===== src/rtl/rtg_pkg.sv =====
package rtg_pkg;
  localparam int DATA_W = 8;
  localparam int ADDR_W = 2;

  typedef enum logic [ADDR_W-1:0] {
    SEL_RATE_LO = 2'd0,
    SEL_RATE_HI = 2'd1,
    SEL_CTRL    = 2'd2,
    SEL_NONE    = 2'd3
  } reg_sel_e;

  localparam int CTRL_RUN_BIT  = 0;
  localparam int CTRL_FLAG_BIT = 1;
endpackage


===== src/rtl/rtg_sync.sv =====
module rtg_sync #(
  parameter int STAGES = 2
) (
  input  logic clk,
  input  logic rst_n,
  input  logic d_i,
  output logic q_o
);
  logic [STAGES-1:0] chain_q;
  logic [STAGES-1:0] chain_d;

  generate
    if (STAGES == 1) begin : g_one
      always_comb chain_d = d_i;
    end else begin : g_many
      always_comb chain_d = {chain_q[STAGES-2:0], d_i};
    end
  endgenerate

  always_ff @(posedge clk or negedge rst_n) begin
    if (!rst_n) chain_q <= '0;
    else        chain_q <= chain_d;
  end

  assign q_o = chain_q[STAGES-1];
endmodule


===== src/rtl/rtg_regs.sv =====
module rtg_regs
  import rtg_pkg::*;
#(
  parameter int RATE_W = 12
) (
  input  logic              clk,
  input  logic              rst_n,
  input  logic              chip_rst,
  input  logic              wr_en,
  input  logic [ADDR_W-1:0] addr,
  input  logic [DATA_W-1:0] wdata,
  input  logic              flag_i,
  output logic [DATA_W-1:0] rdata,
  output logic [RATE_W-1:0] rate_o,
  output logic              run_o,
  output logic              ctrl_wr_o
);
  localparam int HI_W = RATE_W - DATA_W;

  logic [DATA_W-1:0] lo_q, lo_d;
  logic [HI_W-1:0]   hi_q, hi_d;
  logic              lo_en, hi_en;
  logic              run_q, run_d;

  always_comb begin
    lo_en     = wr_en && (addr == SEL_RATE_LO);
    hi_en     = wr_en && (addr == SEL_RATE_HI);
    ctrl_wr_o = wr_en && (addr == SEL_CTRL);
    lo_d      = lo_en ? wdata : lo_q;
    hi_d      = hi_en ? wdata[HI_W-1:0] : hi_q;
    if (chip_rst)       run_d = 1'b0;
    else if (ctrl_wr_o) run_d = wdata[CTRL_RUN_BIT];
    else                run_d = run_q;
  end

  // Rate word storage deliberately has no reset of any kind.
  always_ff @(posedge clk) begin
    lo_q <= lo_d;
    hi_q <= hi_d;
  end

  always_ff @(posedge clk or negedge rst_n) begin
    if (!rst_n) run_q <= 1'b0;
    else        run_q <= run_d;
  end

  always_comb begin
    rdata = '0;
    case (addr)
      SEL_RATE_LO: rdata = lo_q;
      SEL_RATE_HI: rdata[HI_W-1:0] = hi_q;
      SEL_CTRL: begin
        rdata[CTRL_RUN_BIT]  = run_q;
        rdata[CTRL_FLAG_BIT] = flag_i;
      end
      default: rdata = '0;
    endcase
  end

  assign rate_o = {hi_q, lo_q};
  assign run_o  = run_q;

  AST_RUN_MCR: assert property (@(posedge clk) disable iff (!rst_n)
    chip_rst |=> !run_o) else $error("chip reset left run set");
  AST_RATE_KEEP: assert property (@(posedge clk) disable iff (!rst_n)
    (chip_rst && !wr_en) |=> $stable(rate_o)) else $error("rate changed on chip reset");
endmodule


===== src/rtl/rtg_accum.sv =====
module rtg_accum #(
  parameter int RATE_W = 12,
  parameter int ACC_W  = 19
) (
  input  logic              clk,
  input  logic              rst_n,
  input  logic              run_i,
  input  logic [RATE_W-1:0] rate_i,
  output logic              tick_o
);
  localparam int PAD_W = ACC_W + 1 - RATE_W;

  logic [ACC_W-1:0] acc_q, acc_d;
  logic             tick_q, tick_d;
  logic [ACC_W:0]   sum;

  always_comb begin
    sum = {1'b0, acc_q} + {{PAD_W{1'b0}}, rate_i};
    if (run_i) begin
      acc_d  = sum[ACC_W-1:0];
      tick_d = sum[ACC_W];
    end else begin
      acc_d  = '0;
      tick_d = 1'b0;
    end
  end

  always_ff @(posedge clk or negedge rst_n) begin
    if (!rst_n) begin
      acc_q  <= '0;
      tick_q <= 1'b0;
    end else begin
      acc_q  <= acc_d;
      tick_q <= tick_d;
    end
  end

  assign tick_o = tick_q;

  AST_TICK_SINGLE: assert property (@(posedge clk) disable iff (!rst_n)
    tick_o |=> !tick_o) else $error("strobe wider than one cycle");
  AST_ZERO_RATE: assert property (@(posedge clk) disable iff (!rst_n)
    (rate_i == '0) |=> !tick_o) else $error("strobe with zero rate");
endmodule


===== src/rtl/rtg_flag.sv =====
module rtg_flag (
  input  logic clk,
  input  logic rst_n,
  input  logic set_i,
  input  logic clr_i,
  output logic flag_o
);
  logic flag_q, flag_d;

  always_comb begin
    if (clr_i)      flag_d = 1'b0;
    else if (set_i) flag_d = 1'b1;
    else            flag_d = flag_q;
  end

  always_ff @(posedge clk or negedge rst_n) begin
    if (!rst_n) flag_q <= 1'b0;
    else        flag_q <= flag_d;
  end

  assign flag_o = flag_q;

  AST_FLAG_SET: assert property (@(posedge clk) disable iff (!rst_n)
    (set_i && !clr_i) |=> flag_o) else $error("strobe did not set flag");
  AST_FLAG_STICKY: assert property (@(posedge clk) disable iff (!rst_n)
    (flag_o && !clr_i) |=> flag_o) else $error("flag dropped without clear");
endmodule


===== src/rtl/rate_tick_gen.sv =====
module rate_tick_gen
  import rtg_pkg::*;
#(
  parameter int RATE_W      = 12,
  parameter int ACC_W       = 19,
  parameter int SYNC_STAGES = 2
) (
  input  logic              clk,
  input  logic              rst_n,
  input  logic              chip_rst,
  input  logic              ext_clr,
  input  logic              reg_wr,
  input  logic [ADDR_W-1:0] reg_addr,
  input  logic [DATA_W-1:0] reg_wdata,
  output logic [DATA_W-1:0] reg_rdata,
  output logic              smp_tick,
  output logic              smp_irq
);
  logic              rst_sync_n;
  logic [RATE_W-1:0] rate;
  logic              run_q;
  logic              run_s;
  logic              ctrl_wr;
  logic              flag_clr;

  rtg_sync #(.STAGES(2)) u_rst_sync (
    .clk(clk), .rst_n(rst_n), .d_i(1'b1), .q_o(rst_sync_n)
  );

  rtg_regs #(.RATE_W(RATE_W)) u_regs (
    .clk(clk), .rst_n(rst_sync_n), .chip_rst(chip_rst),
    .wr_en(reg_wr), .addr(reg_addr), .wdata(reg_wdata),
    .flag_i(smp_irq), .rdata(reg_rdata), .rate_o(rate),
    .run_o(run_q), .ctrl_wr_o(ctrl_wr)
  );

  rtg_sync #(.STAGES(SYNC_STAGES)) u_run_sync (
    .clk(clk), .rst_n(rst_sync_n), .d_i(run_q), .q_o(run_s)
  );

  rtg_accum #(.RATE_W(RATE_W), .ACC_W(ACC_W)) u_accum (
    .clk(clk), .rst_n(rst_sync_n), .run_i(run_s), .rate_i(rate), .tick_o(smp_tick)
  );

  assign flag_clr = chip_rst | ~run_q | ext_clr | ctrl_wr;

  rtg_flag u_flag (
    .clk(clk), .rst_n(rst_sync_n), .set_i(smp_tick), .clr_i(flag_clr), .flag_o(smp_irq)
  );

  AST_STOPPED_QUIET: assert property (@(posedge clk) disable iff (!rst_sync_n)
    !run_s |=> !smp_tick) else $error("strobe while stopped");
  AST_CTRL_WR_CLR: assert property (@(posedge clk) disable iff (!rst_sync_n)
    ctrl_wr |=> !smp_irq) else $error("control write kept flag");
  AST_EXT_CLR: assert property (@(posedge clk) disable iff (!rst_sync_n)
    ext_clr |=> !smp_irq) else $error("external clear kept flag");
  AST_IDLE_CLR: assert property (@(posedge clk) disable iff (!rst_sync_n)
    !run_q |=> !smp_irq) else $error("flag set while run is zero");
endmodule


===== config.mk =====
export PLATFORM = sky130hd
export DESIGN_NAME = rate_tick_gen
export DESIGN_NICKNAME = d
export VERILOG_FILES = /design/src/rtl/rtg_pkg.sv /design/src/rtl/rtg_sync.sv /design/src/rtl/rtg_regs.sv /design/src/rtl/rtg_accum.sv /design/src/rtl/rtg_flag.sv /design/src/rtl/rate_tick_gen.sv
export SDC_FILE = /design/constraint.sdc
export NUM_CORES = 1
export LEC_CHECK = 0
export BUFFER_PORTS_ARGS = -buffer_cell sky130_fd_sc_hd__buf_2
export CORE_MARGIN = 2
export CORE_UTILIZATION = 62
export CTS_CLUSTER_DIAMETER = 30
export DETAILED_ROUTE_END_ITERATION = 12
export PLACE_DENSITY_LB_ADDON = 0.2
export SLEW_MARGIN = 20
export SYNTH_ARGS = -nofsm -noshare
export SYNTH_HDL_FRONTEND = slang
export SYNTH_SLANG_ARGS = --single-unit
export TNS_END_PERCENT = 100

===== constraint.sdc =====
create_clock -name clk -period 1.9 [get_ports clk]
set_input_delay 0.38 -clock clk [delete_from_list [all_inputs] [get_ports clk]]
set_output_delay 0.38 -clock clk [all_outputs]
set_load 0.02 [all_outputs]

# Yosys cells after proc, flatten, opt, wreduce, memory -nomap -nowiden
# Cells that the tools add are included.
[totals]
regBits = 38
output_inout_bits = 10
[classes]
n_addsub = 1
eq_ne = 2
muxes = 9
bitwise = 4
n_reduce_logical = 6
[op_table]
columns = ["cell", "count"]
rows = [
  ["$add A19 B12 Y20", 1],
  ["$mux W19", 1],
  ["$pmux W2 S3", 1],
  ["$mux W1", 5],
  ["$mux W4", 1],
  ["$pmux W2 S2", 1],
  ["$reduce_bool A2 Y1", 2],
  ["$logic_and A1 B1 Y1", 3],
  ["$or A1 B1 Y1", 3],
  ["$eq A2 B1 Y1 const B", 1],
  ["$eq A2 B2 Y1 const B", 1],
  ["$logic_not A2 Y1", 1],
  ["$not A1 Y1", 1],
]

# Logic depth before layout (Yosys ltp)
[depth]
depth_word = 5
ltp_mapped = 7
ltp_nobuf = 7

# Modules after synthesis
# Synthesis repeated with hierarchy kept, for this count alone.
[unflattened]
cells_unflattened = 179
hier_area_um2 = 2025.7
[by_module_without_submodules]
columns = ["module", "n_inst", "cells_each", "area_per_inst_um2", "seq_area_each_um2"]
rows = [
  ["rtg_accum", 1, 136, 1335.0, 500.5],
  ["rtg_regs", 1, 35, 541.8, 385.4],
  ["rtg_sync", 2, 2, 50.0, 50.0],
  ["rtg_flag", 1, 2, 35.0, 25.0],
  ["rate_tick_gen", 1, 2, 13.8, 0.0],
]

# Least setup slack after synthesis
# Ideal clock, no wire load.
[synth_timing]
path_type = "register -> register"
from = "reg u_regs.lo_q[0]"
to = "reg u_accum.acc_q[8]"
t_arrival_ns = 1.892
required_ns = 1.768
setup_slack_ns = -0.124
stages_incl_launch_ff = 8
n_path_buf = 0
cell_sequence = "edfxtp_1 -> ha_1 -> fa_1 -> a211oi_1 -> o21ai_0 -> a21boi_0 -> xor2_1 -> nor2_1"
[synth_via]
elab_chain_cells = 2
[synth_lines]
columns = ["item", "line", "text"]
rows = [
  ["start, declared", "rtg_regs.sv:20", "logic [DATA_W-1:0] lo_q, lo_d;"],
  ["start signal, assigned", "rtg_regs.sv:38", "lo_q <= lo_d;"],
  ["$add A19 B12 Y20", "rtg_accum.sv:18", "sum = {1'b0, acc_q} + {{PAD_W{1'b0}}, rate_i};"],
  ["$mux W19", "rtg_accum.sv:19", "if (run_i) begin"],
  ["named net u_accum.acc_d[8]", "rtg_accum.sv:13", "logic [ACC_W-1:0] acc_q, acc_d;"],
  ["end signal, assigned", "rtg_accum.sv:30", "acc_q <= '0;"],
  ["end signal, assigned", "rtg_accum.sv:33", "acc_q <= acc_d;"],
  ["end, declared", "rtg_accum.sv:13", ""],
]
# The timed path passes the listed nets, and every way through them passes these cells.
# A chain may end at the register's enable or synchronous reset.

# Worst setup path in the final report
[layout_timing]
from = "reg u_regs.lo_q[5]"
to = "reg u_accum.acc_q[18]"
# The elaborated chain is that of the path after synthesis.

==> summary.md <==
| Metric | Value |
|---|---|
| Min-delay src | chip_rst |
| PD cells | 592 nW/µm² |
| Top_reg_cell synth | dfrtp_1 |
| Placed Area | 2380 µm² |
| Largest fanout on the critical path | 7 |
| Reg clk slew, reported paths | 0.13 ns |
| R2R Path End | u_accum.acc_q[18] |
| # IOs | 25 |
| Most common cell after layout, fill and taps aside | buf_4 |
| Routability cong. | about 0.8 |
| Port-buffer cells | 24 |
| CORE AREA | roughly 3100 µm² |
| Ranking of synthesized cells by area | dfrtp_1 (31%), edfxtp_1 (17%), ha_1 (7.3%), a21oi_1 (4.8%), nand2_1 (3.5%) |
| GRT overflow | 0 |
| Vias in the first global route | between 1.5k and 2k |
| Ys Warns | 0 |
| Peak supply drop | 0.669 mV |
| Total power | 0.00164 W |
| #FFs+latches synth | 38 |
| Cell taking the most area after synthesis | dfrtp_1 |
| DIE HEIGHT | just over 60 µm |
| R2R cell count | 6 |
| Reg-to-reg startpoint | u_regs.lo_q[5] |
| Reg-to-reg slack, setup | -0.20 ns |
| Total number of vias | 2,037 |
| Slew Limit Headroom | a little over three fifths |
| Drt drc | 0 |
| Std-Cell Rows | 20 |
| Proportion of layout cells with a drive suffix above 1 | 37.4% |
| Iteration-0 DRC count of the detailed router | a little under 300 |
| Floorplan die area | about 3800 µm² |
| CTS buffer count | 5 |
| Fin crit share | 111% |
| Worst EP arrival | between 2 and 2.5 ns |
| Critical path origin | u_regs.lo_q[5] |
| Commonest cells after routing, fill and taps aside | buf_4 (28), dfrtp_1 (26), buf_2 (24), nand2_1 (18), nor2_1 (17) |
| N_diodes | 0 |
| Number of synthesized flops with an enable pin | 12 |
| # setup viols final | 11 |
| CTS tree | done |
| Leakage | approximately 1.2 nW |
| Min Tclk post-route | 2.10 ns |
| Synth Net Count | approximately 230 |
| Final nets | 289 |
| Worst-margin pin slew | around 0.55 ns |
| CP startpoint kind | register |
| TritonRoute pass-1 iters | 5 |
| Setup crit end kind | register |
| Hold EP | u_regs.run_o |
| Worst EP required | roughly 2.2 ns |
| Failing checks | setup timing |
| Final count of pins violating max slew | 0 |
| Async SR Flop Fraction | approximately two thirds |
| Starting density of the core | 66.6% |
| Netlist cell types | 43 |
| Cells after Synth | slightly above 200 |
| Design area | 2780 µm² |
| Synth top area share | a little under a third |
| Max-Cap Viols | 0 |
| Tot GR Track Use | between 30% and 40% |
| Outcome | finished with violations |
| Final Hold Vio Count | 0 |
| First-pass GRT wire length | about 9100 µm |
| Hold Slack | approximately 0.17 ns |
| Filler instances | 131 |
| Area Overhead vs Synth | 34.3% |
| Setup ws final | -0.202 ns |
| Routed vias/inst | ~6.7 |
| RSZ-0062 raised after global routing | true |
| Horiz. Die Dim | just over 60 µm |
| Antenna violations before repair | 0 |
| Sink Count | 38 |
| WL/cell | ~22 µm |
| Fmax | ~480 MHz |
| Clock Tree Buf Depth | 2 |
| Hold Path Depth | 2 |
| Clk Latency, worst-skew pair | around 0.37 ns |
| Classification of the worst-slack hold path | primary input to register |
| CTS root buffer | clkbuf_4 |
| Post-DP HPWL | around 3400 µm |
| Drt total wl | between 6000 and 7000 µm |
| Htree depth | 2 |
| Post-synthesis sequential area ratio | 48.9% |
| Post-Syn Area | approximately 2100 µm² |
| Skew final | between 0.02 and 0.025 ns |
| Largest net degree at the start of global routing | 25 |
| Syn avg cell area | 10.1 µm² |
| Critical setup path kind | register to register |
| DRT antenna net count | 0 |
[cells in the mapped netlist (3+ instances only)]
cell type and number:
mux2i_1 6, clkbuf_1 3, dfrtp_1 26, edfxtp_1 12
nor3_1 7, o21ai_0 13, ha_1 12, nor3b_1 3
nand3_1 5, a21boi_0 3, and2_1 10, xor2_1 5
inv_1 5, nand4_1 3, nand2_1 19, a21oi_1 20
nor2_1 17, xnor2_1 3
[per-layer routing]
metal | vias to the layer above | wire length, µm | part of all wire [%] | track usage, %
met5 | - | 0 | 0 | 0
met4 | 0 | 350 | 5.2 | 16.7
met3 | 41 | 637 | 9.4 | 9.11
met2 | 177 | 3200 | 47 | 56.5
met1 | 968 | 2560 | 38 | 42.8
li1 | 851 | - | - | -
[critical path, cell delays in order (launching register included)]
cell and delay, ns:
edfxtp_1 0.47, ha_4 0.35, o211ai_4 0.12, o211ai_2 0.30, a21oi_4 0.13, or4_1 0.55
a21oi_1 0.13
[worst max-delay path by stage]
stage / depth (start not counted) / endpoint / slack, ns
6_report: 6 / u_accum.acc_q[18] / -0.20
5_1_grt: 6 / u_accum.acc_q[18] / -0.26
4_1_cts: 7 / u_accum.acc_q[12] / -0.07
3_5_place_dp: 7 / u_accum.acc_q[14] / -0.21
3_3_place_gp: 7 / u_accum.acc_q[17] / -0.1
2_1_floorplan: 7 / u_accum.acc_q[12] / 0.04
[area by class of cell]
| type | instances | area (µm²) | area share (%) |
|---|---|---|---|
| flip-flops and latches | 38 | 1010 | 36.4 |
| repair buffers | 55 | 363 | 13.1 |
| inverters | 5 | 18.8 | 0.676 |
| clock inverters | 2 | 12.5 | 0.451 |
| clock buffers | 6 | 51.3 | 1.85 |
| well taps | 44 | 55.1 | 1.98 |
| multi-input cells | 156 | 1260 | 45.5 |
[state kept, by name, summed over array words and instances, names as in the netlist]
| register | flops |
|---|---|
| u_regs.hi_q | 4 |
| u_regs.run_o | 1 |
| u_rst_sync.chain_q | 2 |
| u_run_sync.chain_q | 2 |
| u_flag.flag_o | 1 |
| u_regs.lo_q | 8 |
| u_accum.acc_q | 19 |
| u_accum.tick_o | 1 |
[metrics by stage]
| step | setup TNS (ns) | utilization [%] | cells | setup WS [ns] |
|---|---|---|---|---|
| 2_1_floorplan | 0 | - | 204 | 0.0399 |
| 3_3_place_gp | -0.566 | 76.8 | 288 | -0.0976 |
| 3_5_place_dp | -1.44 | 76.8 | 288 | -0.211 |
| 4_1_cts | -0.348 | 86.5 | 304 | -0.0672 |
| 5_1_grt | -1.76 | 89.4 | 306 | -0.258 |
| 6_report | -1.23 | 89.4 | 306 | -0.202 |
[power breakdown]
part	switching, W	internal, W	total (W)
sequential	0.0000243	0.000868	0.000893
clock	0.000294	0.000178	0.000472
combinational	0.000153	0.000127	0.000280
[timing repair]
item,4_1_cts,5_1_grt
hold endpoints to repair,2,0
setup buffers,7,3
setup endpoints to repair,11,15
hold buffers,1,0
gates resized for setup,31,20
pin swaps,13,7
[cell families (layout without fill, tap and decap cells)]
| group | count (synthesis) | count (layout) | share of synthesized area, % |
|---|---|---|---|
| compound gates | 52 | 52 | 15.6 |
| xor+xnor | 8 | 8 | 3.39 |
| fa+ha+maj | 13 | 13 | 8.23 |
| buf+inv | 10 | 68 | 2.06 |
| flops | 38 | 38 | 48.9 |
| mux | 6 | 6 | 2.91 |
| other cells | 1 | 1 | 0.181 |
| simple gates | 76 | 76 | 18.7 |
Power figures use the tool's default switching activity.
